### config.mk
export PLATFORM = sky130hd
export DESIGN_NAME = irq_prio_ctrl
export DESIGN_NICKNAME = d
export VERILOG_FILES = /design/src/rtl/irqc_pkg.sv /design/src/rtl/irqc_ctrl.sv /design/src/rtl/irqc_datapath.sv /design/src/rtl/irq_prio_ctrl.sv
export SDC_FILE = /design/constraint.sdc
export NUM_CORES = 1
export LEC_CHECK = 0
export BUFFER_PORTS_ARGS = -buffer_cell sky130_fd_sc_hd__clkbuf_2
export CAP_MARGIN = 20
export CORE_MARGIN = 5
export CORE_UTILIZATION = 55
export CTS_CLUSTER_SIZE = 24
export DETAILED_ROUTE_END_ITERATION = 8
export PLACE_DENSITY = 0.83
export SETUP_SLACK_MARGIN = 0.2
export SLEW_MARGIN = 10
export SYNTH_ARGS = -nofsm -noshare
export SYNTH_HDL_FRONTEND = slang
export SYNTH_SLANG_ARGS = --single-unit
### constraint.sdc
create_clock -name clk -period 86.5 [get_ports clk]
set_input_delay 4.325 -clock clk [delete_from_list [all_inputs] [get_ports clk]]
set_output_delay 4.325 -clock clk [all_outputs]
set_load 0.05 [all_outputs]
### src/rtl/irqc_pkg.sv
package irqc_pkg;
  typedef struct packed {
    logic srcWr;
    logic ctlWr;
    logic rdStb;
  } irqcStrobe_t;
endpackage

### src/rtl/irqc_ctrl.sv
module irqc_ctrl #(
  parameter int NUM_SRC = 32,
  parameter int ADDR_W  = 6
) (
  input  logic              wrEn,
  input  logic              rdEn,
  input  logic [ADDR_W-1:0] addr,
  output irqc_pkg::irqcStrobe_t stb
);
  localparam logic [ADDR_W-1:0] CTL_ADDR = ADDR_W'(NUM_SRC);

  always_comb begin
    stb.srcWr = wrEn && (addr < CTL_ADDR);
    stb.ctlWr = wrEn && (addr == CTL_ADDR);
    stb.rdStb = rdEn;
  end
endmodule

### src/rtl/irqc_datapath.sv
module irqc_datapath #(
  parameter int NUM_SRC = 32,
  parameter int PRIO_W  = 5,
  parameter int ADDR_W  = 6,
  parameter int DATA_W  = 8,
  parameter int VEC_W   = 7
) (
  input  logic               clk,
  input  logic               rstN,
  input  logic [NUM_SRC-1:0] irqIn,
  input  irqc_pkg::irqcStrobe_t stb,
  input  logic [ADDR_W-1:0]  addr,
  input  logic [DATA_W-1:0]  wrData,
  output logic [DATA_W-1:0]  rdData,
  output logic               fastReq,
  output logic [VEC_W-1:0]   fastVec,
  output logic               normReq,
  output logic [VEC_W-1:0]   normVec,
  output logic               ctlAe,
  output logic               ctlSep
);
  localparam int IDX_W = $clog2(NUM_SRC);
  localparam int FAST_BIT = PRIO_W;
  localparam int NORM_BIT = PRIO_W + 1;
  localparam logic [ADDR_W-1:0] CTL_ADDR = ADDR_W'(NUM_SRC);
  localparam logic [VEC_W-1:0] AUTO_NORM = VEC_W'(10);
  localparam logic [VEC_W-1:0] AUTO_FAST = VEC_W'(11);
  localparam logic [VEC_W-1:0] BASE_LOW  = VEC_W'(32);
  localparam logic [VEC_W-1:0] BASE_HIGH = VEC_W'(64);

  logic [PRIO_W-1:0]  level [NUM_SRC];
  logic [NUM_SRC-1:0] fastEn, normEn, pendSync;
  logic [NUM_SRC-1:0] fastAct, normAct;
  logic [IDX_W-1:0]   idx;
  logic               fAny, nAny;
  logic [PRIO_W-1:0]  fLvl, nLvl;

  assign idx = addr[IDX_W-1:0];

  always_ff @(posedge clk) begin
    if (!rstN) begin
      fastEn <= '0;
      normEn <= '0;
      ctlAe  <= 1'b0;
      ctlSep <= 1'b0;
      pendSync <= '0;
      for (int i = 0; i < NUM_SRC; i++) level[i] <= '0;
    end else begin
      pendSync <= irqIn;
      if (stb.srcWr) begin
        level[idx]  <= wrData[PRIO_W-1:0];
        fastEn[idx] <= wrData[FAST_BIT];
        normEn[idx] <= wrData[NORM_BIT];
      end
      if (stb.ctlWr) begin
        ctlAe  <= wrData[0];
        ctlSep <= wrData[1];
      end
    end
  end

  // Doubly enabled sources belong to the fast class only.
  assign fastAct = pendSync & fastEn;
  assign normAct = pendSync & normEn & ~fastEn;

  always_comb begin
    fAny = 1'b0; nAny = 1'b0;
    fLvl = '0;   nLvl = '0;
    for (int i = 0; i < NUM_SRC; i++) begin
      if (fastAct[i] && (!fAny || level[i] > fLvl)) begin
        fAny = 1'b1;
        fLvl = level[i];
      end
      if (normAct[i] && (!nAny || level[i] > nLvl)) begin
        nAny = 1'b1;
        nLvl = level[i];
      end
    end
  end

  always_ff @(posedge clk) begin
    if (!rstN) begin
      fastReq <= 1'b0; fastVec <= '0;
      normReq <= 1'b0; normVec <= '0;
      rdData  <= '0;
    end else begin
      fastReq <= fAny;
      normReq <= nAny;
      if (!fAny)      fastVec <= '0;
      else if (ctlAe) fastVec <= AUTO_FAST;
      else            fastVec <= (ctlSep ? BASE_HIGH : BASE_LOW) + VEC_W'(fLvl);
      if (!nAny)      normVec <= '0;
      else if (ctlAe) normVec <= AUTO_NORM;
      else            normVec <= BASE_LOW + VEC_W'(nLvl);
      if (stb.rdStb) begin
        if (addr < CTL_ADDR)
          rdData <= DATA_W'({normEn[idx], fastEn[idx], level[idx]});
        else if (addr == CTL_ADDR)
          rdData <= DATA_W'({ctlSep, ctlAe});
        else
          rdData <= '0;
      end
    end
  end
endmodule

### src/rtl/irq_prio_ctrl.sv
module irq_prio_ctrl #(
  parameter int NUM_SRC = 32,
  parameter int PRIO_W  = 5,
  parameter int DATA_W  = 8,
  parameter int VEC_W   = 7
) (
  input  logic               clk,
  input  logic               rstN,
  input  logic [NUM_SRC-1:0] irqIn,
  input  logic               wrEn,
  input  logic               rdEn,
  input  logic [$clog2(NUM_SRC):0] addr,
  input  logic [DATA_W-1:0]  wrData,
  output logic [DATA_W-1:0]  rdData,
  output logic               fastReq,
  output logic [VEC_W-1:0]   fastVec,
  output logic               normReq,
  output logic [VEC_W-1:0]   normVec
);
  localparam int ADDR_W = $clog2(NUM_SRC) + 1;

  irqc_pkg::irqcStrobe_t stb;
  logic ctlAe, ctlSep;

  irqc_ctrl #(.NUM_SRC(NUM_SRC), .ADDR_W(ADDR_W)) u_ctrl (
    .wrEn(wrEn), .rdEn(rdEn), .addr(addr), .stb(stb)
  );

  irqc_datapath #(
    .NUM_SRC(NUM_SRC), .PRIO_W(PRIO_W), .ADDR_W(ADDR_W),
    .DATA_W(DATA_W), .VEC_W(VEC_W)
  ) u_dp (
    .clk(clk), .rstN(rstN), .irqIn(irqIn), .stb(stb), .addr(addr),
    .wrData(wrData), .rdData(rdData),
    .fastReq(fastReq), .fastVec(fastVec),
    .normReq(normReq), .normVec(normVec),
    .ctlAe(ctlAe), .ctlSep(ctlSep)
  );
endmodule

Yosys cells after proc, flatten, opt, wreduce, memory -nomap -nowiden. Memories as Yosys holds them, arrays and structs flattened. Cells that the tools add are included.

Add/subtract/negate cells: 2. $lt $le $gt $ge: 65. Eq/ne operators: 1. Muxes and demuxes: 148. Bitwise logic cells: 7. Reductions and logical operators: 194.

Operators by type and width (number): 5-bit two-way mux (66); 5-bit > comparator (62); 32-bit bitwise AND (3); 1-bit two-way mux (72); 1-bit logical AND (65); 32-bit bitwise mux (2); 1-bit logical NOT (62); 1-bit logical OR (62); 32-bit inverter (1); 1-bit binary-select mux with 5-bit select (2); 4-bit two-way mux (2); 8-bit two-way mux (1); 6-bit by 5-bit adder with 7-bit output, first input constant (1); 7-bit by 5-bit adder with 7-bit output (1); 7-bit two-way mux (1); 6-bit equality test, second input constant (1); 5-bit by 6-bit less-than comparator with 1-bit output, second input constant (1); 6-bit less-than comparator, second input constant (1); 3-bit OR reduction (2); 1-bit demux with 5-bit select (1); 5-bit by 1-bit >= comparator with 1-bit output, second input constant (1); 5-bit OR reduction (1); 2-bit AND reduction (2); 1-bit inverter (3); 2-bit two-way mux (1).

Register bits: 122. Bits in writable memories: 160. Input port bits: 50. Output and inout port bits: 24. Logic and storage cells: 430. Memories: 1.

Memories: u_dp.level (words 32, width 5, rd ports 33, clocked after memory_dff 0, wr ports 32, line irqc_datapath.sv:31) `logic [PRIO_W-1:0] level [NUM_SRC];`.

Depth between registers and ports, before layout.
Depth in word-level cells: 129. Mapped depth: 323. Depth with buffers taken out: 318.

Modules after synthesis. A second synthesis with hierarchy kept.

Cell total of the unflattened synthesis: 2888. Area total of the unflattened synthesis: 26036.2 µm².

By module, submodules not included: irqc_datapath (times used 1, cells an instance 2883, area each 26001.2 µm², sequential area each 7206.9 µm²); irqc_ctrl (times used 1, cells an instance 5, area each 35.0 µm², sequential area each 0.0 µm²).

Least setup slack after synthesis. No wires, ideal clock.

Path type: register to register. Start point: register u_dp.fastEn[0]. End point: register u_dp.normVec[0]. Setup time: 0.091 ns. Arrival time: 52.256 ns. Data required time: 86.409 ns. Setup slack: 34.153 ns. Cell stages (with the launch flop): 308. Buffers on the path: 6. Period minus slack after synthesis: 52.347 ns. Cell sequence: dfxtp_1 > and3b_1 > buf_6 > nand2_1 > ha_1 > and4_1 > a21o_1 > o21ai_2 > nand3_1 > o21ai_0 > inv_1 > ha_1 > and3_1 > o21ai_0 > nand3_1 > o21ai_1 > nor2_1 > a21oi_1 > [272 not listed] > o21a_1 > o21ai_0 > inv_1 > o22ai_1 > a21oi_1 > clkbuf_1 > a21oi_1 > a22o_1 > ha_1 > o21a_1 > o21a_1 > o21ai_0 > inv_1 > o22ai_1 > a21boi_0 > clkinv_1 > mux2_2 > a311oi_1.

Longest elaborated chain between the ends: 129. Elaborated cells on any way between the ends: 193. Classes of those cells: add/sub: 1; order compare: 31; mux: 64; bitwise: 3; reduce/logical: 94.

Ends and longest elaborated chain: start: declaration (line irqc_datapath.sv:32) `logic [NUM_SRC-1:0] fastEn, normEn, pendSync;`; start signal: indexed assignment (line irqc_datapath.sv:52) `fastEn[idx] <= wrData[FAST_BIT];`; 32-bit inverter (*) (line irqc_datapath.sv:64) `assign normAct = pendSync & normEn & ~fastEn;`; 32-bit bitwise AND (*) (line irqc_datapath.sv:64); parallel branches: the longest is 127 deep, another holds 5-bit > comparator; end signal: assignment (line irqc_datapath.sv:94) `else normVec <= BASE_LOW + VEC_W'(nLvl);`; end: declaration (line irqc_datapath.sv:18) `output logic [VEC_W-1:0] normVec,`.

Every way passes the cells marked *. A chain may end at the register's enable or synchronous reset.

Final worst setup path.
Start point: register u_dp.normEn[0]. End point: register u_dp.normVec[0].

Longest elaborated chain between the ends: 129. Elaborated cells on any way between the ends: 193. Classes of those cells: add/sub: 1; order compare: 31; mux: 64; bitwise: 3; reduce/logical: 94.

Ends and longest elaborated chain: start: declaration (line irqc_datapath.sv:32); start signal: indexed assignment (line irqc_datapath.sv:53) `normEn[idx] <= wrData[NORM_BIT];`; 32-bit bitwise AND (*) (2 in series) (line irqc_datapath.sv:64); parallel branches: the longest is 127 deep, another holds 5-bit > comparator.

Marks and branches as above.

==> out/metrics.yaml <==
status: "complete, no violations"
hold_ws_ps: 488
io_pins: 74
finalHoldViolCount: 0
start_kind: "flop"
clock_sinks: 280
wl_mm: 74.8
cp.required_ps: 87020
crit_top_cell: "ha_1"
clock.fmax_mhz: 16.1
syn_inst: 2899
endpoint_kind: "flop"
rsz0062_at_grt: "false"
coreArea_mm2: 0.0465
nFillCells: 3856
ys_seq_area_frac: 0.280
dp_cells: 3494
maxSlewViolCount: 0
wl_met3_mm: 7.26
ys_warn_count: 0
highest_layer: "met5"
ctsResizeCount: 0
cts_max_level: 1
globalplace.congestion: 0.962
wl_met1_mm: 29.4
avgRoutedWirePerCell_um: 21.0
worst_slack_ps: 24500
die_w_um: 226
cts_tree: "yes"
grt_pass1_vias: 22600
wl_met2_mm: 35.0
final_common_cell: "inv_1"
p_per_area_mw_per_mm2: 12.4
peakVddDrop_v: 0.0000178
initial_core_util: 0.555
synth_edf_count: 160
synth_top_area_frac: 0.186
ctsHoldBuffers: 0
portBuffers: 70
placementRows: 79
cap_violations: 0
final.setup.tns_ps: 0
syn_area_mm2: 0.0258
hpwl_mm: 57.6
pre_cts_ws_ps: 25950
slowest_delay_ps: 820
hold_class: "reg2reg"
grt_usage: 0.282
drive_above_1_share: 0.106
async_flop_share: 0
setup_viol: 0
die_h_um: 226
slowest_stage: "a21oi_1"
layout.cells.non_filler: 3553
synth_top_cells_by_area: "edfxtp_1 19%, ha_1 14%, dfxtp_1 9.3%"
final_nets: 3257
synth_seq_cells: 280
dr.pass1.iters: 6
max_slew.worst_pin.slew_ps: 1030
p_leak_nw: 11.2
cts_inserted_buffers: 31
area_growth_pct: 7.08
path_clk_slew_ps: 70
drc_errors: 0
drtAntennaViolNets: 0
clock_skew_ps: 28.9
ctsRootBufferMaster: "clkbuf_16"
post_cts_buffers: 0
critPathArrivalTime_ps: 62510
crit_type: "reg2reg"
layout_common_cells: "292 x inv_1, 287 x ha_1, 214 x and2_1"
clk_path_buf_depth: 3
antenna_found_initial: 4
clk_latency_ps: 620
fin_crit_sh: 0.717
dieArea_mm2: 0.0513
worstPathMaxFanout: 14
vias: 23100
synth.distinct_cells: 104
synth-main-ff-cell: "edfxtp_1"
avgSynthCellArea_um2: 8.89
first_iter_violations: 2463
grt_pass1_wl_mm: 118
slew_headroom: 0.310
avgViaCountPerCell: 6.49
grt_max_degree: 80
overflow: 0
fin_crit_ps: 62000
synth_area_leader_cell: "edfxtp_1"
-- state kept, by name, summed over array words and instances, names as in the netlist --
| signal | count |
|---|---|
| u_dp.rdData | 7 |
| u_dp.normVec | 6 |
| u_dp.fastReq | 1 |
| u_dp.fastEn | 32 |
| u_dp.level | 160 |
| u_dp.normReq | 1 |
| u_dp.pendSync | 32 |
| u_dp.normEn | 32 |
| u_dp.ctlAe | 1 |
| u_dp.fastVec | 7 |
| u_dp.ctlSep | 1 |
-- layout make-up --
type                            instances  area [um^2]  share of cell area
Antenna cell                            2         5.00            0.000181
Clock buffer                           40          850              0.0308
Clock inverter                         17          184             0.00666
Inverter                              293         1100              0.0398
Multi-Input combinational cell       2241        17100               0.620
Sequential cell                       280         7210               0.261
Tap cell                              607          759              0.0275
Timing Repair Buffer                   73          375              0.0136
-- worst max-delay path, delay by kind of cell (launching register included) --
| family | cells | cell delay, ps |
|---|---|---|
| flip-flops | 1 | 440 |
| AND/OR/NAND/NOR | 75 | 11160 |
| multiplexers | 17 | 5470 |
| buffers and inverters | 30 | 2280 |
| adder cells (fa/ha/maj) | 33 | 9400 |
| AO/OA/AOI/OAI | 149 | 32960 |
-- metrics by stage --
| step | area (um^2) | utilization | total power [mW] |
|---|---|---|---|
| 2_1_floorplan | 25800 | - | 0.191 |
| 3_3_place_gp | 26600 | 0.572 | 0.205 |
| 3_5_place_dp | 26600 | 0.572 | 0.208 |
| 4_1_cts | 27600 | 0.594 | 0.342 |
| 5_1_grt | 27600 | 0.594 | 0.356 |
| 6_report | 27600 | 0.594 | 0.344 |
-- power breakdown --
| group | switching, mW | internal, mW | total, mW |
|---|---|---|---|
| logic | 0.0302 | 0.0213 | 0.0515 |
| clock network | 0.0598 | 0.0764 | 0.136 |
| registers | 0.00986 | 0.146 | 0.156 |
-- metal layers --
metal | up-vias | GRT usage
li1 | 10600 | -
met1 | 11000 | 0.366
met2 | 1208 | 0.475
met3 | 234 | 0.0465
met4 | 4 | 0.110
met5 | - | 0
-- final timing paths --
kind	startpoint	endpoint	slack, ps	cells past startpoint
hold / removal	u_dp.rdData[1]$_SDFFE_PN0P_	u_dp.rdData[1]$_SDFFE_PN0P_	490	1
setup reg to reg	u_dp.normEn[0]$_SDFFE_PN0P_	u_dp.normVec[0]$_SDFF_PP0_	24500	304
setup / recovery	u_dp.normEn[0]$_SDFFE_PN0P_	u_dp.normVec[0]$_SDFF_PP0_	24500	304
hold reg to reg	u_dp.rdData[1]$_SDFFE_PN0P_	u_dp.rdData[1]$_SDFFE_PN0P_	490	1
-- cell usage after synthesis, drive strengths merged, types with 7 or more instances --
| library cell | n |
|---|---|
| a211o | 14 |
| a211oi | 14 |
| a21boi | 13 |
| a21o | 21 |
| a21oi | 183 |
| a221oi | 8 |
| a22o | 71 |
| a22oi | 24 |
| a311oi | 8 |
| a31oi | 41 |
| and2 | 215 |
| and3 | 29 |
| and3b | 17 |
| buf | 14 |
| clkbuf | 72 |
| dfxtp | 120 |
| edfxtp | 160 |
| ha | 287 |
| inv | 292 |
| mux2 | 94 |
| mux2i | 96 |
| mux4 | 56 |
| nand2 | 176 |
| nand2b | 60 |
| nand3 | 76 |
| nand3b | 28 |
| nand4 | 17 |
| nor2 | 205 |
| nor2b | 79 |
| nor3 | 28 |
| o211a | 8 |
| o211ai | 21 |
| o21a | 68 |
| o21ai | 119 |
| o21bai | 7 |
| o22ai | 30 |
| o31ai | 12 |
| or2 | 8 |
| xnor2 | 7 |
-- logic make-up after synthesis --
| kind of cell | count (synthesis) | synth area share |
|---|---|---|
| AND/OR/NAND/NOR | 970 | 0.200 |
| AO/OA/AOI/OAI | 720 | 0.192 |
| buffers and inverters | 379 | 0.0564 |
| adder cells (fa/ha/maj) | 290 | 0.140 |
| flip-flops | 280 | 0.280 |
| multiplexers | 246 | 0.127 |
| XOR/XNOR | 13 | 0.00442 |
| other | 1 | 0.000145 |
Power figures use the tool's default switching activity.
